<file path="src/rtl/scsi_seq_pkg.sv">
package scsi_seq_pkg;
    localparam int BUS_W = 8;
    localparam int ID_W  = $clog2(BUS_W);

    typedef enum logic [2:0] {
        S_IDLE,
        S_WAIT_FREE,
        S_ARB,
        S_SEL,
        S_CONN
    } seq_state_t;
endpackage

</file>
<file path="src/rtl/seq_cyc_timer.sv">
module seq_cyc_timer #(
    parameter int W = 16
) (
    input  logic         clk,
    input  logic         rst_n,
    input  logic         clr,
    input  logic [W-1:0] limit,
    output logic         hit
);
    logic [W-1:0] cnt_q;

    assign hit = (cnt_q >= limit);

    always_ff @(posedge clk or negedge rst_n) begin
        if (!rst_n)
            cnt_q <= '0;
        else if (clr)
            cnt_q <= '0;
        else if (!hit)
            cnt_q <= cnt_q + 1'b1;
    end
endmodule

</file>
<file path="src/rtl/seq_id_prio.sv">
module seq_id_prio
    import scsi_seq_pkg::*;
(
    input  logic [BUS_W-1:0] mask,
    output logic [ID_W-1:0]  idx,
    output logic             valid,
    output logic [BUS_W-1:0] above
);
    always_comb begin
        idx = '0;
        for (int i = 0; i < BUS_W; i++)
            if (mask[i]) idx = ID_W'(i);
    end

    assign valid = |mask;

    for (genvar g = 0; g < BUS_W; g++) begin : g_above
        assign above[g] = (32'(g) > 32'(idx));
    end
endmodule

</file>
<file path="src/rtl/scsi_arbsel_seq.sv">
module scsi_arbsel_seq
    import scsi_seq_pkg::*;
#(
    parameter int CNT_W = 16
) (
    input  logic             clk,
    input  logic             rst_n,
    input  logic             start,
    input  logic [BUS_W-1:0] own_ids,
    input  logic [ID_W-1:0]  target_id,
    input  logic [CNT_W-1:0] settle_cnt,
    input  logic [CNT_W-1:0] arb_delay,
    input  logic [CNT_W-1:0] sel_limit,
    input  logic             bsy_in,
    input  logic             sel_in,
    input  logic [BUS_W-1:0] data_in,
    output logic             bsy_oe,
    output logic             sel_oe,
    output logic [BUS_W-1:0] data_oe,
    output logic             busy,
    output logic             connected,
    output logic             lost_flag,
    output logic             won_flag,
    output logic             func_done,
    output logic             sel_timeout
);
    seq_state_t state_q, state_d;

    logic [ID_W-1:0]  own_idx;
    logic             own_ok;
    logic [BUS_W-1:0] own_above;
    logic [BUS_W-1:0] own_bit_q, above_q, tgt_bit_q;
    logic             free_hit, arb_hit, tmo_hit;
    logic             accept, bus_free, arb_lose, arb_win;

    seq_id_prio u_prio (
        .mask  (own_ids),
        .idx   (own_idx),
        .valid (own_ok),
        .above (own_above)
    );

    seq_cyc_timer #(.W(CNT_W)) u_free_tmr (
        .clk   (clk),
        .rst_n (rst_n),
        .clr   (state_q != S_WAIT_FREE || bsy_in || sel_in),
        .limit (settle_cnt),
        .hit   (free_hit)
    );

    seq_cyc_timer #(.W(CNT_W)) u_arb_tmr (
        .clk   (clk),
        .rst_n (rst_n),
        .clr   (state_q != S_ARB),
        .limit (arb_delay),
        .hit   (arb_hit)
    );

    seq_cyc_timer #(.W(CNT_W)) u_sel_tmr (
        .clk   (clk),
        .rst_n (rst_n),
        .clr   (state_q != S_SEL),
        .limit (sel_limit),
        .hit   (tmo_hit)
    );

    assign accept   = start && own_ok && (state_q == S_IDLE);
    assign bus_free = free_hit && !bsy_in && !sel_in;
    assign arb_lose = (state_q == S_ARB) &&
                      (sel_in || (arb_hit && |(data_in & above_q)));
    assign arb_win  = (state_q == S_ARB) && !arb_lose && arb_hit;

    // Next-state logic
    always_comb begin
        state_d = state_q;
        unique case (state_q)
            S_IDLE:      if (accept)   state_d = S_WAIT_FREE;
            S_WAIT_FREE: if (bus_free) state_d = S_ARB;
            S_ARB: begin
                if (arb_lose)     state_d = S_WAIT_FREE;
                else if (arb_win) state_d = S_SEL;
            end
            S_SEL: begin
                if (bsy_in)       state_d = S_CONN;
                else if (tmo_hit) state_d = S_IDLE;
            end
            S_CONN:      if (!bsy_in)  state_d = S_IDLE;
            default:                   state_d = S_IDLE;
        endcase
    end

    // State register, captured IDs and sticky flags
    always_ff @(posedge clk or negedge rst_n) begin
        if (!rst_n) begin
            state_q     <= S_IDLE;
            own_bit_q   <= '0;
            above_q     <= '0;
            tgt_bit_q   <= '0;
            lost_flag   <= 1'b0;
            won_flag    <= 1'b0;
            func_done   <= 1'b0;
            sel_timeout <= 1'b0;
        end else begin
            state_q <= state_d;
            if (accept) begin
                own_bit_q   <= BUS_W'(1) << own_idx;
                above_q     <= own_above;
                tgt_bit_q   <= BUS_W'(1) << target_id;
                lost_flag   <= 1'b0;
                won_flag    <= 1'b0;
                func_done   <= 1'b0;
                sel_timeout <= 1'b0;
            end
            if (arb_lose) lost_flag <= 1'b1;
            if (arb_win)  won_flag  <= 1'b1;
            if (state_q == S_SEL && bsy_in) func_done <= 1'b1;
            if (state_q == S_SEL && !bsy_in && tmo_hit) sel_timeout <= 1'b1;
        end
    end

    // Outputs decoded from the state
    always_comb begin
        bsy_oe    = 1'b0;
        sel_oe    = 1'b0;
        data_oe   = '0;
        busy      = 1'b0;
        connected = 1'b0;
        unique case (state_q)
            S_IDLE:      ;
            S_WAIT_FREE: busy = 1'b1;
            S_ARB: begin
                busy    = 1'b1;
                bsy_oe  = 1'b1;
                data_oe = own_bit_q;
            end
            S_SEL: begin
                busy    = 1'b1;
                sel_oe  = 1'b1;
                data_oe = own_bit_q | tgt_bit_q;
            end
            S_CONN:      connected = 1'b1;
            default:     ;
        endcase
    end

    // a bid carries exactly one data bit
    p_one_bid_bit_r3: assert property (@(posedge clk) disable iff (!rst_n)
        (bsy_oe && !sel_oe) |-> ($countones(data_oe) == 1));

    // SEL is only driven after a won arbitration
    p_sel_after_win_r6: assert property (@(posedge clk) disable iff (!rst_n)
        $rose(sel_oe) |-> (won_flag && !bsy_oe));

    // completion coincides with the connection and release of SEL
    p_done_conn_r7: assert property (@(posedge clk) disable iff (!rst_n)
        $rose(func_done) |-> (connected && !sel_oe && data_oe == '0));

    // time-out releases the bus and ends the sequence
    p_tmo_release_r8: assert property (@(posedge clk) disable iff (!rst_n)
        $rose(sel_timeout) |-> (!sel_oe && data_oe == '0 && !busy));

    // a start while connected does not launch a sequence
    p_no_start_conn_r9: assert property (@(posedge clk) disable iff (!rst_n)
        (connected && start) |=> !busy);

    // one selection cannot both finish and time out
    p_done_xor_tmo_r8: assert property (@(posedge clk) disable iff (!rst_n)
        !(func_done && sel_timeout));
endmodule

</file>
<file path="config.mk">
export PLATFORM = sky130hd
export DESIGN_NAME = scsi_arbsel_seq
export DESIGN_NICKNAME = d
export VERILOG_FILES = /design/src/rtl/scsi_seq_pkg.sv /design/src/rtl/seq_cyc_timer.sv /design/src/rtl/seq_id_prio.sv /design/src/rtl/scsi_arbsel_seq.sv
export SDC_FILE = /design/constraint.sdc
export NUM_CORES = 1
export LEC_CHECK = 0
export CAP_MARGIN = 20
export CORE_MARGIN = 2
export CORE_UTILIZATION = 59
export CTS_BUF_LIST = sky130_fd_sc_hd__clkbuf_16
export DETAILED_ROUTE_END_ITERATION = 16
export PLACE_DENSITY = 0.84
export RECOVER_POWER = 25
export SETUP_SLACK_MARGIN = 0.4
export SYNTH_ARGS = -nofsm -noshare
export SYNTH_HDL_FRONTEND = slang
export SYNTH_HIERARCHICAL = 1
export SYNTH_SLANG_ARGS = --single-unit
</file>
<file path="constraint.sdc">
create_clock -name clk -period 4.9 [get_ports clk]
set_clock_uncertainty 0.1 [all_clocks]
set_input_delay 0.98 -clock clk [delete_from_list [all_inputs] [get_ports clk]]
set_output_delay 0.98 -clock clk [all_outputs]
set_load 0.01 [all_outputs]
</file>
* Word level (Yosys, flattened, before mapping) *
Cells that the tools add are included.

storage, ports and cells
  register bits = 78
  bits of input ports = 72
  logic and storage cells = 100

operators by class
  add/sub/neg operators = 3
  magnitude comparators = 10
  equality and inequality tests = 15
  shift-type cells = 2
  muxes and demuxes = 31
  bitwise logic cells = 2
  reduce and logical (&&, ||, !) cells = 26

operator list
  cell                   number
  $mux 16                6
  $add 16x1->16 const B  3
  $ge 16x16->1           3
  $mux 3                 11
  $pmux 8 s2             1
  $reduce_or 8->1        2
  $shl 1x3->8 const A    2
  $pmux 3 s5             1
  $gt 3x3->1 const A     4
  $logic_and 1x1->1      11
  $mux 1                 10
  $and 8x8->8            1
  $or 8x8->8             1
  $reduce_bool 2->1      4
  $eq 3x2->1 const B     2
  $gt 2x3->1 const A     2
  $ne 2x1->1 const B     3
  $ne 2x2->1 const B     3
  $ne 3x2->1 const B     2
  $ne 3x3->1 const B     2
  $reduce_and 5->1       1
  $mux 2                 2
  $eq 3x1->1 const B     1
  $eq 3x3->1 const B     1
  6 further kinds        10

* Longest topological paths before layout *
Gate-level depths: netlist of the first run.

  word-level depth = 11
  mapped depth = 12
  depth with buffers taken out = 10

* Modules after synthesis *
Netlist of the first run, hierarchy kept.

by module, submodules not included
  module           times used  cells each  area an instance (um^2)
  seq_cyc_timer    3           145         1266.2
  scsi_arbsel_seq  1           163         1556.5
  seq_id_prio      1           19          112.6

* Worst setup path after synthesis of the first run *
Ideal clock, no wire load.

  path kind = input to register
  from = input port settle_cnt[5]
  to = register state_q[0]
  arrival time = 3.138 ns
  data required time = 4.675 ns
  path slack = 1.537 ns
  cell stages on the path = 12
  cells stage by stage = inv_1 -> ha_1 -> nand2_1 -> nor3_1 -> a21oi_1 -> o21ai_2 -> buf_6 -> buf_2 -> or3b_1 -> a32o_1 -> a211oi_2 -> mux2_4

between the ends
  word-level cells in the longest chain between the ends = 5

RTL lines
  element                          line                    text
  from (decl)                      scsi_arbsel_seq.sv:11   input logic [CNT_W-1:0] settle_cnt,
  $ge 16x16->1                     seq_cyc_timer.sv:12     assign hit = (cnt_q >= limit);
  net free_hit                     scsi_arbsel_seq.sv:33   logic free_hit, arb_hit, tmo_hit;
  $logic_and 1x1->1 (2 in series)  scsi_arbsel_seq.sv:68   assign bus_free = free_hit && !bsy_in && !sel_in;
  $ne 2x2->1 (no line)             n/a
  $reduce_and 5->1 (no line)       n/a
  to (signal assigned)             scsi_arbsel_seq.sv:104  state_q <= state_d;
  to (decl)                        scsi_arbsel_seq.sv:27   seq_state_t state_q, state_d;

The timed path passes the listed nets, and every way through them passes these cells.
A chain may end at the register's enable or synchronous reset.

* Worst setup path in the final report of the first run *
  from = register state_q[0]
  to = output port sel_oe

between the ends
  word-level cells in the longest chain between the ends = 2

RTL lines
  element     line                    text
  $eq 3x2->1  scsi_arbsel_seq.sv:128  unique case (state_q)
  $mux 1      scsi_arbsel_seq.sv:128
  to (decl)   scsi_arbsel_seq.sv:18   output logic sel_oe,

No other way between the ends.

==> results.md, run 1 <==
- Status: finished, violations left
- Violated checks: capacitance limit, slew limit
- Area Growth Syn to Fin: 20.8%
- CTS Buffer Depth: 2
- Max IR drop VDD: 0.000218 V
- Final non-filler cell area: 6610 um^2
- Cts bufs inserted: 9
- Final hold vios: 0
- Fraction of registers with async set/reset: 1.00
- Clk slew on worst S/H paths: roughly 0.060 ns
- Initial Utilization: 0.600
- Cts hold-fix bufs: 0
- Worst hold path type: flop to flop
- Hold path startpoint: own_bit_q[3]$_DFFE_PN0P_
- Primary FF master, synth: dfrtp_1
- Post-layout net count: 813
- FP Rows: 35
- Worst-Skew Late Latency: about 0.33 ns
- Reg2reg start: u_arb_tmr/cnt_q[7]$_DFFE_PN0P_
- Max FO, Critical Path: 18
- Vias in the first global route: 4790
- CP Capture Type: output port
- Largest net degree at the start of global routing: 80
- Port Buffers: 87
- Worst slew pin tran: 1.94 ns
- DRC viols: 0
- Post-CTS Setup Bufs: 0
- Diode count: 0
- Net Count, Synth: 740
- Post_cts resized: 0
- Mapped cell area: 5470 um^2
- DRT iter0 DRCs: 138
- Post-route clock period utilization: 0.721
- Die Y-Extent: roughly 100 um
- Synth area leaders: dfrtp_1 36%, ha_1 12%, a21oi_1 6.1%
- TritonRoute pass-1 iters: 5
- Required time of the critical path: 3.82 ns
- GRT Overall Usage: 0.246
- H-Tree Depth: 3
- Wire length per cell: 15.0 um
- Filler Cell Count: 694
- FF-to-FF path depth: 8
- Final wirelength: 12.1 mm
- Initial antenna violation count: 0
- Layout Utilization: 0.725
- First-pass GRT wire length: 20.5 mm
- Leak: 0.00290 uW
- I/O Pins: 88
- TNS Setup: 0 ns
- Slew Viols, Final: 80
- Final-report setup violation count: 0
- Detailed placement HPWL: 8.92 mm
- Max cap viols: 1
- Post-synth top area share: 0.362
- Share of cells above drive strength 1: 0.0892
- Yosys cell types: 54
- Relative max-transition margin: -0.295
- Pwr dens: roughly 300 nW/um^2
- R2r setup slk: 2.12 ns
- Min cycle time layout: 3.53 ns
- Commonest cells after routing, fill and taps aside: 86 x clkdlybuf4s50_1, 79 x dfrtp_1, 70 x nand2_1, 67 x a21oi_1, 62 x inv_1
- CTS tree: built
- Placed inst area: 6300 um^2
- Congestion Overflow GR: 0
- Crit path DAT: between 2 and 2.5 ns
- Synthesized flop and latch total: between 70 and 80
- Hold path endpoint: own_bit_q[3]$_DFFE_PN0P_
- Clk sinks: 79
- Mapped Avg Cell Area: 8.86 um^2
- Register area share after synthesis: 0.362
- Die area: 10100 um^2
- Mapped Cells: 617
- RSZ-0062 raised after global routing: no
- Synth area leader: dfrtp_1
- Crit Path Class: flop to output port
- Routability Congestion: 0.792
- EDFF count, synth: 0
- Worst hold stages: 2
- Die width: 100 um
- Commonest non-fill, non-tap cell in the layout: clkdlybuf4s50_1
- Synth Warn #: 6
- Fmax: 283 MHz
- R2r endpoint: state_q[0]$_DFFE_PN0P_
- CP Launch Type: flop
- Core Area: 9110 um^2
- Number of nets with antenna violations after routing: 0
- Vias/cell: 5.98
- Via Count: 4818
- Root Driver: clkbuf_16
-- metrics by stage --
step / setup slack (ns) / hold WS, ns / std cells / total power (uW)
after floorplan: 1.54 / 0.349 / 617 / 1130
after global placement: 1.21 / 0.360 / 789 / 1290
after detailed placement: 1.14 / 0.373 / 789 / 1320
after CTS: 1.36 / 0.386 / 805 / 1990
after global routing: 1.15 / 0.411 / 806 / 2080
final: 1.37 / 0.382 / 806 / 1980
-- synthesized netlist by cell type (5+ instances only) --
| library cell | n |
|---|---|
| dfrtp_1 | 79 |
| nand2_1 | 70 |
| a21oi_1 | 67 |
| inv_1 | 62 |
| ha_1 | 51 |
| nor2_1 | 38 |
| o21ai_0 | 35 |
| o31ai_1 | 31 |
| or4_1 | 24 |
| nand3_1 | 23 |
| or3_1 | 14 |
| clkbuf_1 | 9 |
| buf_2 | 8 |
| a211oi_2 | 7 |
| buf_6 | 7 |
| mux2_4 | 5 |
| nor3_1 | 5 |
-- critical path, cell delays in order (launching register included) --
cell             delay (ns)
dfrtp_1                0.64
and2b_1                0.25
nand2_1                0.36
inv_1                  0.29
clkdlybuf4s50_1        0.59
-- sequential cells by signal, summed over array words and instances, names as in the netlist --
register / cells
own_bit_q: 8
func_done: 1
state_q: 3
above_q: 8
tgt_bit_q: 8
sel_timeout: 1
lost_flag: 1
u_arb_tmr/cnt_q: 16
won_flag: 1
u_sel_tmr/cnt_q: 16
u_free_tmr/cnt_q: 16
-- area by class of cell --
class | count | area (um^2) | area share
tap | 111 | 139 | 0.0210
clock inverter | 7 | 80.1 | 0.0121
inverter | 62 | 233 | 0.0352
clock buffer | 9 | 225 | 0.0341
timing repair buffer | 92 | 901 | 0.136
sequential | 79 | 1980 | 0.299
multi-input combinational | 446 | 3050 | 0.462
-- cells by family after synthesis --
| group | Yosys count | synth area share |
|---|---|---|
| AO/OA/AOI/OAI | 164 | 0.190 |
| XOR/XNOR | 3 | 0.00481 |
| adder cells (fa/ha/maj) | 51 | 0.117 |
| buffers and inverters | 92 | 0.0801 |
| flip-flops | 79 | 0.362 |
| multiplexers | 12 | 0.0275 |
| other | 1 | 0.000686 |
| AND/OR/NAND/NOR | 215 | 0.219 |
-- routing by layer --
metal,global-route usage,vias up,share of wire
met5,0,-,0
met4,0.0717,0,0.0088
met3,0.0355,12,0.043
met2,0.450,119,0.52
met1,0.301,2324,0.43
li1,-,2363,-
-- power breakdown --
| group | leakage, uW | switching [uW] | internal (uW) |
|---|---|---|---|
| Sequential | 0.00108 | 73.1 | 735 |
| Combinational | 0.00167 | 259 | 240 |
| Clock | 0.000143 | 276 | 401 |
-- worst max path at each step --
stage          slack [ns]                   start                        endpoint  cells after the start
2_1_floorplan        1.54           settle_cnt[5]          state_q[0]$_DFFE_PN0P_                     12
6_report             1.37  state_q[0]$_DFFE_PN0P_                          sel_oe                      4
5_1_grt              1.15  state_q[0]$_DFFE_PN0P_                          sel_oe                      4
4_1_cts              1.36  state_q[0]$_DFFE_PN0P_                          sel_oe                      4
3_5_place_dp         1.14            sel_limit[2]  u_sel_tmr/cnt_q[6]$_DFFE_PN0P_                     10
3_3_place_gp         1.21            sel_limit[2]  u_sel_tmr/cnt_q[6]$_DFFE_PN0P_                     10
Note: power is estimated with default switching activity, not from simulation.
==> inputs of run 2 (changes only) <==
- CORE_UTILIZATION: 59 -> 55
- PLACE_DENSITY: 0.84 -> 0.79
- clock period: 4.9 -> 3.5 ns (I/O delays scaled with it)
==> results.md, run 2 (synthesis results as in run 1) <==
- Status: finished, violations left
- Violated checks: capacitance limit, slew limit
- Post-layout net count: 818 (+0.62%)
- I/O Pins: 88 (unchanged)
- Congestion Overflow GR: 0 (unchanged)
- Worst-Skew Late Latency: 0.33 ns (about the same)
- Top Registers: u_arb_tmr/cnt_q (16), u_free_tmr/cnt_q (16), u_sel_tmr/cnt_q (16)
- Routability Congestion: 0.833 (+5.2%)
- Detailed placement HPWL: 8.95 mm (+0.34%)
- TNS Setup: 0 ns (unchanged)
- Share of cells above drive strength 1: 0.0957 (+0.00651)
- Largest net degree at the start of global routing: 80 (unchanged)
- Post-CTS Setup Bufs: 0 (unchanged)
- Clk sinks: 79 (unchanged)
- Die width: 104 um (+3.4%)
- Final hold vios: 0 (unchanged)
- CP Launch Type: input pin
- Post_cts resized: 0 (unchanged)
- Initial antenna violation count: 0 (unchanged)
- Leak: 0.00295 uW (+1.7%)
- Register area: 1980 um^2 (unchanged)
- Filler Cell Count: 803 (+16%)
- Commonest cells after routing, fill and taps aside: 86 x clkdlybuf4s50_1, 79 x dfrtp_1, 70 x nand2_1, 65 x a21oi_1, 62 x inv_1
- Crit path depth: 11 (+7)
- Die Y-Extent: 104 um (+3.4%)
- Vias/cell: 5.77 (-3.4%)
- Min Hold Slack: 0.129 ns (-0.253 ns)
- Cts hold-fix bufs: 0 (unchanged)
- RSZ-0062 raised after global routing: yes
- Number of nets with antenna violations after routing: 0 (unchanged)
- Crit Path Class: input pin to flop
- Slowest stage delay, CP: 0.45 ns (-0.19 ns)
- Max IR drop VDD: 0.000271 V (+25%)
- Max cap viols: 1 (unchanged)
- Min cycle time layout: about 3.0 ns
- Crit path buf inv count: 2 (unchanged)
- TritonRoute pass-1 iters: 4 (-1)
- Area Growth Syn to Fin: 23.1%
- Vias in the first global route: 4938 (+3.1%)
- Root Driver: clkbuf_16
- GRT Overall Usage: 0.234 (-0.0122)
- Multi-input logic area: 3070 um^2 (+0.49%)
- H-Tree Depth: 3 (unchanged)
- FP Rows: 36 (+2.9%)
- Slowest CP cell: clkdlybuf4s50_1
- Kind of cell adding the most delay to the critical path: compound AO/OA/AOI/OAI gates
- Final-report setup violation count: 0 (unchanged)
- CTS tree: built
- Critical-path cell list: clkdlybuf4s50_1 > inv_1 > ha_1 > nand2_1 > nor3_1 > a21oi_2 > o21ai_2 > or3b_1 > a32o_1 > a211oi_2 > mux2_4
- CTS Buffer Depth: 2 (unchanged)
- Cts bufs inserted: 9 (unchanged)
- Slew Viols, Final: 75 (-6.3%)
- Die area: 10800 um^2 (+7.0%)
- Commonest non-fill, non-tap cell in the layout: clkdlybuf4s50_1
- DRC viols: 0 (unchanged)
- Crit path DAT: 3.15 ns (+0.70 ns)
- Diode count: 0 (unchanged)
- Post-route clock period utilization: 0.869
- Final wirelength: 12.3 mm (+1.7%)
- Fmax: 329 MHz
- CP Capture Type: flop
- Max FO, Critical Path: 2 (-16)
- Relative max-transition margin: -0.226 (+0.0687)
- Via Count: 4810 (-0.17%)
- Pwr dens: 432 nW/um^2 (+44%)
- DRT iter0 DRCs: 204 (+48%)
- FF-to-FF path depth: 9 (+1)
- Required time of the critical path: 3.61 ns (-0.21 ns)
- Port Buffers: 87 (unchanged)
- Initial Utilization: 0.562 (-0.0383)
- Worst slew pin tran: 1.84 ns (-0.103 ns)
- Worst hold path type: input pin to asynchronous set/reset pin
- First-pass GRT wire length: 21.3 mm (+4.3%)
- Wire length per cell: 14.7 um (-1.6%)
- Core Area: 9730 um^2 (+6.8%)
- Clk slew on worst S/H paths: 0.06 ns (about the same)
run 2: changes by cell type in the layout (fill, tap and decap cells not counted), moves of 2 or more:
cell / change
clkinv_2: +2
a21oi_1: -2
inv_6: -3
a21oi_2: +2
buf_4: +4
bufinv_16: +2
run 2: final timing paths:
kind	start	to	slack, ns
setup / recovery	settle_cnt[5]	state_q[0]$_DFFE_PN0P_	0.46
hold / removal	rst_n	u_free_tmr/cnt_q[6]$_DFFE_PN0P_	0.13
setup reg to reg	u_free_tmr/cnt_q[7]$_DFFE_PN0P_	state_q[0]$_DFFE_PN0P_	0.84
hold reg to reg	func_done$_DFFE_PN0P_	func_done$_DFFE_PN0P_	0.37
max in group asynchronous	rst_n	u_free_tmr/cnt_q[0]$_DFFE_PN0P_	1.09
min in group clk	func_done$_DFFE_PN0P_	func_done$_DFFE_PN0P_	0.37
run 2: where the power goes:
group | switching [uW] | leakage, uW | internal, uW | total, uW
logic | 363 | 0.00170 | 354 | 717
clock network | 367 | 0.000163 | 692 | 1060
registers | 103 | 0.00108 | 1030 | 1130
run 2: per-stage QoR:
stage               cell area (um^2)  power [uW]  cells  setup slack, ns   util
floorplan                       5470        1590    617            0.417      -
CTS                             6710        2930    832            0.416  0.690
finish                          6730        2910    833            0.459  0.692
global route                    6730        3070    833            0.400  0.692
detailed placement              6380        1870    816            0.102  0.655
global placement                6380        1830    816            0.190  0.655
run 2: area by class of cell:
| cell class | instances | share of cell area |
|---|---|---|
| clock inverters | 7 | 0.0165 |
| flip-flops and latches | 79 | 0.294 |
| repair buffers | 97 | 0.141 |
| clock buffers | 9 | 0.0335 |
| multi-input cells | 446 | 0.456 |
| well taps | 133 | 0.0247 |
| inverters | 62 | 0.0346 |
run 2: routing by layer:
layer  vias up  track usage  wire length [um]
met5         -            0                 0
met4         0       0.0743               125
met3        13       0.0359               464
met2        99        0.436              6440
met1      2328        0.276              5240
li1       2370            -                 -
